--- config.mk ---
export PLATFORM = sky130hd
export DESIGN_NAME = branch_seq
export DESIGN_NICKNAME = d
export VERILOG_FILES = /design/src/rtl/branch_seq_pkg.sv /design/src/rtl/branch_cond.sv /design/src/rtl/ret_stack.sv /design/src/rtl/branch_seq.sv
export SDC_FILE = /design/constraint.sdc
export NUM_CORES = 1
export LEC_CHECK = 0
export CAP_MARGIN = 20
export CORE_UTILIZATION = 65
export DETAILED_ROUTE_END_ITERATION = 7
export DONT_BUFFER_PORTS = 1
export GPL_TIMING_DRIVEN = 0
export HOLD_SLACK_MARGIN = 0.1
export PLACE_DENSITY_LB_ADDON = 0.05
export SYNTH_ARGS = -nofsm -noshare
export SYNTH_HDL_FRONTEND = slang
export SYNTH_SLANG_ARGS = --single-unit
--- constraint.sdc ---
create_clock -name clk -period 2.8 [get_ports clk]
set_input_delay 0.42 -clock clk [delete_from_list [all_inputs] [get_ports clk]]
set_output_delay 0.42 -clock clk [all_outputs]
set_load 0.005 [all_outputs]
--- src/rtl/branch_seq_pkg.sv ---
package branch_seq_pkg;
  typedef enum logic [3:0] {
    OP_NONE      = 4'd0,
    OP_JMP_IMM   = 4'd1,
    OP_JMP_PTR   = 4'd2,
    OP_CALL_IMM  = 4'd3,
    OP_CALL_PTR  = 4'd4,
    OP_SCALL_IMM = 4'd5,
    OP_SCALL_PTR = 4'd6,
    OP_RET       = 4'd7,
    OP_RETI      = 4'd8,
    OP_PUSH_PTR  = 4'd9,
    OP_POP_PTR   = 4'd10
  } op_kind_e;

  typedef enum logic [2:0] {
    CC_NC  = 3'd0,
    CC_NV  = 3'd1,
    CC_NZ  = 3'd2,
    CC_AL  = 3'd3,
    CC_C   = 3'd4,
    CC_V   = 3'd5,
    CC_Z   = 3'd6,
    CC_EVT = 3'd7
  } cond_e;
endpackage

--- src/rtl/branch_cond.sv ---
module branch_cond
  import branch_seq_pkg::*;
#(
  parameter int EVT_W = 2
) (
  input  logic [2:0]       cond,
  input  logic             flag_c,
  input  logic             flag_v,
  input  logic             flag_z,
  input  logic [EVT_W-1:0] evt,
  output logic             taken
);
  always_comb begin
    unique case (cond_e'(cond))
      CC_NC:   taken = ~flag_c;
      CC_NV:   taken = ~flag_v;
      CC_NZ:   taken = ~flag_z;
      CC_AL:   taken = 1'b1;
      CC_C:    taken = flag_c;
      CC_V:    taken = flag_v;
      CC_Z:    taken = flag_z;
      default: taken = |evt;
    endcase
  end
endmodule

--- src/rtl/ret_stack.sv ---
module ret_stack #(
  parameter int W     = 16,
  parameter int DEPTH = 8
) (
  input  logic         clk,
  input  logic         rst_n,
  input  logic         push,
  input  logic         pop,
  input  logic [W-1:0] din,
  output logic [W-1:0] top
);
  localparam int LAST = DEPTH - 1;

  logic [W-1:0] ent     [DEPTH];
  logic [W-1:0] ent_nxt [DEPTH];

  for (genvar i = 0; i < DEPTH; i++) begin : g_ent
    if (i == 0) begin : g_head
      assign ent_nxt[i] = push ? din : (pop ? ent[1] : ent[0]);
    end else if (i == LAST) begin : g_tail
      assign ent_nxt[i] = push ? ent[i-1] : ent[i];
    end else begin : g_mid
      assign ent_nxt[i] = push ? ent[i-1] : (pop ? ent[i+1] : ent[i]);
    end
  end

  always_ff @(posedge clk or negedge rst_n) begin
    if (!rst_n) begin
      for (int k = 0; k < DEPTH; k++) ent[k] <= '0;
    end else begin
      for (int k = 0; k < DEPTH; k++) ent[k] <= ent_nxt[k];
    end
  end

  assign top = ent[0];


  push_lands_on_top_chk: assert property (@(posedge clk) disable iff (!rst_n)
    push |=> top == $past(din));


  pop_lifts_second_chk: assert property (@(posedge clk) disable iff (!rst_n)
    (pop && !push) |=> top == $past(ent[1]));


  pop_keeps_deepest_chk: assert property (@(posedge clk) disable iff (!rst_n)
    (pop && !push) |=> ent[LAST] == $past(ent[LAST]));


  idle_holds_chk: assert property (@(posedge clk) disable iff (!rst_n)
    (!pop && !push) |=> $stable(top));
endmodule

--- src/rtl/branch_seq.sv ---
module branch_seq
  import branch_seq_pkg::*;
#(
  parameter int PC_W  = 16,
  parameter int DEPTH = 8,
  parameter int EVT_W = 2
) (
  input  logic             clk,
  input  logic             rst_n,
  input  logic             op_valid,
  input  logic [3:0]       op_kind,
  input  logic [2:0]       cond,
  input  logic [PC_W-1:0]  imm_n,
  input  logic [PC_W-1:0]  pc,
  input  logic [PC_W-1:0]  ptr,
  input  logic             flag_c,
  input  logic             flag_v,
  input  logic             flag_z,
  input  logic [EVT_W-1:0] evt,
  output logic             nxt_valid,
  output logic [PC_W-1:0]  pc_nxt,
  output logic             ptr_wr_en,
  output logic [PC_W-1:0]  ptr_wr_data,
  output logic             stat_exit
);
  logic            taken;
  logic [PC_W-1:0] tgt_imm, pc_inc, top;
  logic [PC_W-1:0] nxt_d, pwd_d, sdin;
  logic            pwe_d, sx_d, push_d, pop_d;

  branch_cond #(.EVT_W(EVT_W)) u_cond (
    .cond(cond), .flag_c(flag_c), .flag_v(flag_v), .flag_z(flag_z),
    .evt(evt), .taken(taken)
  );

  ret_stack #(.W(PC_W), .DEPTH(DEPTH)) u_stack (
    .clk(clk), .rst_n(rst_n), .push(push_d & op_valid),
    .pop(pop_d & op_valid), .din(sdin), .top(top)
  );

  assign tgt_imm = ~imm_n;
  assign pc_inc  = pc + 1'b1;

  always_comb begin
    nxt_d  = pc_inc;
    pwe_d  = 1'b0;
    pwd_d  = '0;
    sx_d   = 1'b0;
    push_d = 1'b0;
    pop_d  = 1'b0;
    sdin   = pc_inc;
    case (op_kind_e'(op_kind))
      OP_JMP_IMM:   nxt_d = taken ? tgt_imm : pc_inc;
      OP_JMP_PTR:   nxt_d = taken ? ptr : pc_inc;
      OP_CALL_IMM:  begin nxt_d = tgt_imm; push_d = 1'b1; end
      OP_CALL_PTR:  begin nxt_d = ptr;     push_d = 1'b1; end
      OP_SCALL_IMM: begin nxt_d = tgt_imm; pwe_d = 1'b1; pwd_d = pc_inc; end
      OP_SCALL_PTR: begin nxt_d = ptr;     pwe_d = 1'b1; pwd_d = pc_inc; end
      OP_RET:       begin nxt_d = top;     pop_d = 1'b1; end
      OP_RETI:      begin nxt_d = top;     pop_d = 1'b1; sx_d = 1'b1; end
      OP_PUSH_PTR:  begin push_d = 1'b1;   sdin = ptr; end
      OP_POP_PTR:   begin pop_d = 1'b1;    pwe_d = 1'b1; pwd_d = top; end
      default:      nxt_d = pc_inc;
    endcase
  end

  always_ff @(posedge clk or negedge rst_n) begin
    if (!rst_n) begin
      nxt_valid   <= 1'b0;
      pc_nxt      <= '0;
      ptr_wr_en   <= 1'b0;
      ptr_wr_data <= '0;
      stat_exit   <= 1'b0;
    end else begin
      nxt_valid <= op_valid;
      ptr_wr_en <= op_valid & pwe_d;
      stat_exit <= op_valid & sx_d;
      if (op_valid) begin
        pc_nxt      <= nxt_d;
        ptr_wr_data <= pwd_d;
      end
    end
  end


  result_follows_strobe_chk: assert property (@(posedge clk) disable iff (!rst_n)
    op_valid |=> nxt_valid);


  no_write_without_result_chk: assert property (@(posedge clk) disable iff (!rst_n)
    ptr_wr_en |-> nxt_valid);


  exit_only_for_reti_chk: assert property (@(posedge clk) disable iff (!rst_n)
    stat_exit |-> (nxt_valid && $past(op_kind) == OP_RETI));


  always_jump_inverts_chk: assert property (@(posedge clk) disable iff (!rst_n)
    (nxt_valid && $past(op_kind) == OP_JMP_IMM && $past(cond) == 3'd3)
      |-> pc_nxt == ~$past(imm_n));


  plain_op_increments_chk: assert property (@(posedge clk) disable iff (!rst_n)
    (nxt_valid && $past(op_kind) == OP_NONE) |-> pc_nxt == $past(pc) + 1'b1);
endmodule

==> results of run 1 <==
-- synth_stat cells (all sizes together), types with 10 or more instances --
master and n:
nand2 188, xnor2 14, o21ai 121, inv 13, a211oi 14, o22ai 93
a21oi 59, buf 39, clkbuf 34, nor2 90, mux2i 18, nand3 10
dfrtp 163
-- routing by layer --
| metal | track usage [%] | vias up | share of wire, % |
|---|---|---|---|
| met5 | 0 | - | 0 |
| met1 | 48.0 | 3782 | 38 |
| met3 | 9.10 | 73 | 10 |
| met2 | 66.5 | 488 | 49 |
| met4 | 20.8 | 0 | 3.4 |
| li1 | - | 3493 | - |
-- power groups by stage --
stage          registers (mW)  logic [mW]  clock network, mW
3_3_place_gp             3.13       0.872                  0
2_1_floorplan            3.00       0.728                  0
4_1_cts                  3.12       0.942               2.40
6_report                 3.15       0.962               2.40
3_5_place_dp             3.16       0.927                  0
5_1_grt                  3.18        1.06               2.49
-- cell type report --
class	instances	share of cell area [%]
sequential	163	44.3
multi-input combinational	708	42.0
clock buffer	18	4.77
buffer	73	4.12
tap	172	2.34
clock inverter	14	1.77
inverter	13	0.530
timing repair buffer	1	0.109
-- critical path, stage by stage --
cell and delay (ps):
buf_2 180, buf_2 270, nor2_1 170, o21ai_0 440
clkbuf_1 460, nor2_1 100, a21oi_1 320, a21oi_1 120
-- per-stage QoR --
| stage | util (%) | cells | setup slack [ps] | total power [mW] | hold WS, ps |
|---|---|---|---|---|---|
| finish | 73.2 | 1162 | 607 | 6.50 | -315 |
| global route | 73.2 | 1162 | 490 | 6.72 | -328 |
| CTS | 73.2 | 1162 | 738 | 6.46 | -325 |
| detailed placement | 68.3 | 1129 | 308 | 4.09 | 128 |
| global placement | 68.3 | 1129 | 289 | 4.01 | 128 |
| floorplan | - | 957 | 834 | 3.73 | 124 |
-- kinds of logic (layout without fill, tap and decap cells) --
| group | after synthesis | in the layout |
|---|---|---|
| XOR/XNOR | 19 | 19 |
| flip-flops | 163 | 163 |
| multiplexers | 21 | 21 |
| AND/OR/NAND/NOR | 321 | 321 |
| AO/OA/AOI/OAI | 346 | 346 |
| adder cells (fa/ha/maj) | 1 | 1 |
| buffers and inverters | 86 | 119 |
-- worst paths after layout --
check                                            startpoint  slack (ps)  cells past startpoint                     endpoint
worst max-delay path                             op_kind[0]         610                      8  ptr_wr_data[10]$_DFFE_PN0P_
worst min-delay path                                  rst_n        -320                      0       pc_nxt[12]$_DFFE_PN0P_
min in group clk                                  imm_n[12]         230                      3       pc_nxt[12]$_DFFE_PN0P_
worst min register to register   u_stack.ent[4]$_DFFE_PN0P_         470                      2   u_stack.ent[4]$_DFFE_PN0P_
worst max register to register  u_stack.top[12]$_DFFE_PN0P_        1160                      6       pc_nxt[12]$_DFFE_PN0P_
max in group asynchronous                             rst_n        2810                      0          nxt_valid$_DFF_PN0_
-- placed cells by master, fill, tap and decap left out, types with 14 or more instances in the layout --
| cell type | n |
|---|---|
| buf_2 | 30 |
| mux2i_1 | 18 |
| o21ai_1 | 79 |
| clkbuf_16 | 17 |
| dfrtp_1 | 163 |
| nand2_1 | 188 |
| nor2_1 | 88 |
| a21oi_1 | 57 |
| clkbuf_1 | 34 |
| o22ai_1 | 92 |
| a211oi_1 | 14 |
| o21ai_0 | 41 |
| xnor2_1 | 14 |
-- sequential cells by signal, indices dropped and copies added, names as in the netlist --
register     count
pc_nxt          16
stat_exit        1
ptr_wr_en        1
nxt_valid        1
u_stack.ent    112
u_stack.top     16
ptr_wr_data     16
==> impl_results.md, run 1 <==
* Status: finished, violations left
* Violated checks: negative hold slack
* Number of enable flip-flop cells after synthesis at 0
* Initial DRC count at 956
* Final hold slack at -315 ps
* # rows at 41
* Max frequency at 0.456 GHz
* Part of the power in registers at 48.4%
* Clock Skews at 16.5 ps
* Remaining Overflow, GRT at 0
* Post-synthesis sequential area ratio at 48.7%
* Share of cells above drive strength 1 at 8.89%
* Req. time, crit path at 3090 ps
* Clock power share at 36.9%
* Leak at 3.91 nW
* DRT antenna net count at 0
* Area after DPL at 8590 µm²
* Setup Buffers After CTS at 0
* Final instance area at 9200 µm²
* Multi-input gate area at 3860 µm²
* Total CTS buffers at 17
* Htree depth at 4
* Synth unique cells at 58
* Final period utilization at 78.3%
* All-Layer GR Usage at 39.7%
* Largest net degree at the start of global routing at 164
* Synth area leader: dfrtp_1
* Hold crit path type: primary input to asynchronous set/reset pin
* Top-area cell type share of the netlist area at 48.7%
* Starting Density at 66.6%
* Drt drc at 0
* # hold bufs at CTS at 1
* Ports at 98
* Post-synthesis mux area share at 2.56%
* Wirelength, routed at 25800 µm
* Slew headroom at 42.5%
* Vias in the first global route at 7466
* Nets at 1041
* Peak VDD IR at 0.597 mV
* Cell Int Power at 4.48 mW
* Final hold violations at 163
* Synth Area in Compound Gates at 25.6%
* Post-Synth XOR/XNOR Area at 1.99%
* Routed wire length per instance at 22.2 µm
* Setup crit start kind: primary input
* Post-Synth Adder-Cell Area at 0.149%
* First-pass GRT wire length at 39800 µm
* CTS tree: done
* RSZ-0062 raised after global routing: false
* DR vias/cell at 6.74
* Slew Limit Fails at 0
* MaxCap Viol Count at 0
* Final setup violation count at 0
* Switch share at 31.1%
* Number of synthesized register bits at 163
* Area contributors post-synth: dfrtp_1 49%, nand2_1 8.4%, o22ai_1 6.9%
* Full die area at 13300 µm²
* Crit. End Element: register
* Setup CP Type: primary input to register
* IO Port Bufs at 0
* Clk_lat worst skew at 440 ps
* Total number of vias at 7836
* Layout area overhead at 9.88%
* Pwr/cell area at 707 nW/µm²
* CTS Sinks at 163
* Mapped Area at 8370 µm²
* Slew @ Worst Pin at 859 ps
* Power share of the combinational group at 14.8%
* Syn avg cell area at 8.75 µm²
* Final TNS setup at 0 ps
* Fillers at 927
* Net count after synthesis at 1021
* Mapped Cells at 957
* Asr flop ratio synth at 100%
* Crit Path Max Fanout at 10
* Post-synthesis simple-gate area fraction at 15.8%
* DRT Pass-1 Iters at 5
* Worst EP arrival at 2490 ps
* Synth Flop Type: dfrtp_1
* Yosys warns at 0
* Placer Congestion at 0.907
* Initial antenna violation count at 0
* Psw at 2.02 mW
* CTS-repair resized insts at 0
* Register Area at 4080 µm²
* Bufs on Longest Clock Path at 2
* Min cycle time layout at 2190 ps
* Largest family of logic cells by synthesized area: compound AO/OA/AOI/OAI gates
* ANT cells at 0
* Detailed Place HPWL at 18600 µm
* Chip width at 115 µm
* CORE AREA at 12600 µm²
* Root Driver: clkbuf_16
* Clock Pin Slew Worst Setup and Hold Paths at 60 ps
* Die height at 115 µm
Power figures use the tool's default switching activity.
==> run 2, diff against run 1 <==
Settings changed: CORE_UTILIZATION 65 to 58.
Clock period 2.8 ns to 1.9 ns, I/O delays scaled along.
==> impl_results.md, run 2 (synthesis gave the netlist of run 1 again) <==
* Psw at 2.83 mW
* Max reg flops at 112
* Setup Buffers After CTS at 0
* Bufs on Longest Clock Path at 2
* Post-Layout Cell Count at 1171
* Max frequency at 0.531 GHz
* Status: finished, violations left
* Final hold violations at 163
* Final instance area at 9190 µm²
* Die height at 122 µm
* Drt drc at 0
* CTS tree: done
* Area after DPL at 8600 µm²
* Layout area overhead at 9.76%
* WP buf/inv at 3
* CP max stage cell: a21oi_1
* Largest Register: u_stack.ent
* Vias in the first global route at 7588
* DR vias/cell at 6.64
* Leak at 3.90 nW
* Post-placement cell count at 1137
* Crit-path cells: buf_2, nand2b_2, buf_2, buf_2, a21oi_1, a22oi_1, a21oi_1
* Cell Int Power at 6.43 mW
* Final hold slack at -454 ps
* Total CTS buffers at 17
* Req. time, crit path at 2260 ps
* Full die area at 14900 µm²
* Switch share at 30.6%
* # rows at 43
* Fillers at 1148
* Hold crit path type: primary input to asynchronous set/reset pin
* Cell repeated most along the worst path: buf_2
* Remaining Overflow, GRT at 0
* CTS Sinks at 163
* Peak VDD IR at 0.679 mV
* Ports at 98
* Routed wire length per instance at 21.9 µm
* Clock power share at 35.0%
* MaxCap Viol Count at 0
* Final setup violation count at 0
* Part of the power in registers at 49.9%
* DRT Pass-1 Iters at 6
* Worst R2R Path Depth at 6
* Crit. End Element: register
* All-Layer GR Usage at 35.6%
* IO Port Bufs at 0
* Util after Layout at 65.7%
* Setup CP Type: primary input to register
* Nets at 1043
* Placer Congestion at 1.01
* Detailed Place HPWL at 18800 µm
* Chip width at 122 µm
* Slew @ Worst Pin at 797 ps
* Delay-heaviest family, CP: compound AO/OA/AOI/OAI gates
* Setup crit start kind: primary input
* Overall power at 9.26 mW
* Pwr/cell area at 1010 nW/µm²
* Final period utilization at 99.1%
* Most common cell after layout, fill and taps aside: nand2_1
* Multi-input gate area at 3880 µm²
* Largest net degree at the start of global routing at 164
* Starting Density at 59.8%
* Largest stage delay, worst path at 640 ps
* Root Driver: clkbuf_16
* Crit Path Max Fanout at 10
* Share of cells above drive strength 1 at 8.88%
* Clock Pin Slew Worst Setup and Hold Paths at 60 ps
* First-pass GRT wire length at 40200 µm
* # hold bufs at CTS at 3
* DRT antenna net count at 0
* Violated checks: negative hold slack
* Final TNS setup at 0 ps
* Wirelength, routed at 25700 µm
* Initial antenna violation count at 0
* Worst EP arrival at 2240 ps
* Power share of the combinational group at 15.1%
* WP depth at 7
* Slew Limit Fails at 0
* Slew headroom at 46.7%
* Commonest non-fill, non-tap cells in the layout: 187 x nand2_1, 163 x dfrtp_1, 92 x o22ai_1
* CORE AREA at 14000 µm²
* Total number of vias at 7772
* Htree depth at 4
* ANT cells at 0
* Clk_lat worst skew at 430 ps
* Register Area at 4080 µm²
* Clock Skews at 8.63 ps
* Min cycle time layout at 1880 ps
* Initial DRC count at 977
* RSZ-0062 raised after global routing: false
[run 2: cell count changes in the layout (fill, tap and decap cells not counted), moves of 2 or more]
cell           previous run  this run
inv_6                     5         1
dlygate4sd3_1             1         3
bufinv_16                 2         0
clkinv_2                  2         4
inv_8                     3         0
clkbuf_8                  1         5
[run 2: stage by stage]
step / hold WS, ps / setup WS, ps
6_report: -454 / 17.8
5_1_grt: -465 / 4.48
4_1_cts: -464 / 37.5
3_5_place_dp: -7.59 / -399
3_3_place_gp: -7.24 / -398
2_1_floorplan: -10.6 / 68.6
[run 2: worst paths after layout]
| path | start | endpoint | slack [ps] |
|---|---|---|---|
| hold reg to reg | u_stack.ent[8]$_DFFE_PN0P_ | u_stack.ent[8]$_DFFE_PN0P_ | 470 |
| setup reg to reg | u_stack.top[12]$_DFFE_PN0P_ | pc_nxt[12]$_DFFE_PN0P_ | 240 |
| setup / recovery | op_kind[1] | ptr_wr_data[1]$_DFFE_PN0P_ | 20 |
| max in group asynchronous | rst_n | u_stack.ent[12]$_DFFE_PN0P_ | 1940 |
| hold / removal | rst_n | pc_nxt[12]$_DFFE_PN0P_ | -450 |
| min in group clk | pc[0] | pc_nxt[0]$_DFFE_PN0P_ | 120 |
[run 2: metal layers]
layer	global-route usage, %	vias to the layer above	share of wire (%)
met5	0	-	0
met4	16.8	0	3.1
met3	6.84	76	9.0
met2	57.8	452	48
met1	45.9	3765	39
li1	-	3479	-
[run 2: final cells by class]
cell class	count	area share, %
well taps	180	2.45
clock buffers	23	5.42
flip-flops and latches	163	44.4
plain buffers	73	4.14
repair buffers	3	0.327
inverters	13	0.531
multi-input cells	708	42.2
clock inverters	8	0.558
[run 2: timing repair]
| action | 4_1_cts | 5_1_grt |
|---|---|---|
| resized for setup | 0 | 5 |
| setup endpoints to repair | 0 | 102 |
| hold endpoints to repair | 166 | 163 |
[run 2: power by group through the flow]
stage               registers (mW)  logic, mW  clock network [mW]
detailed placement            4.66       1.36                   0
finish                        4.62       1.40                3.24
CTS                           4.60       1.38                3.24
global route                  4.68       1.56                3.38
floorplan                     4.42       1.07                   0
global placement              4.63       1.29                   0
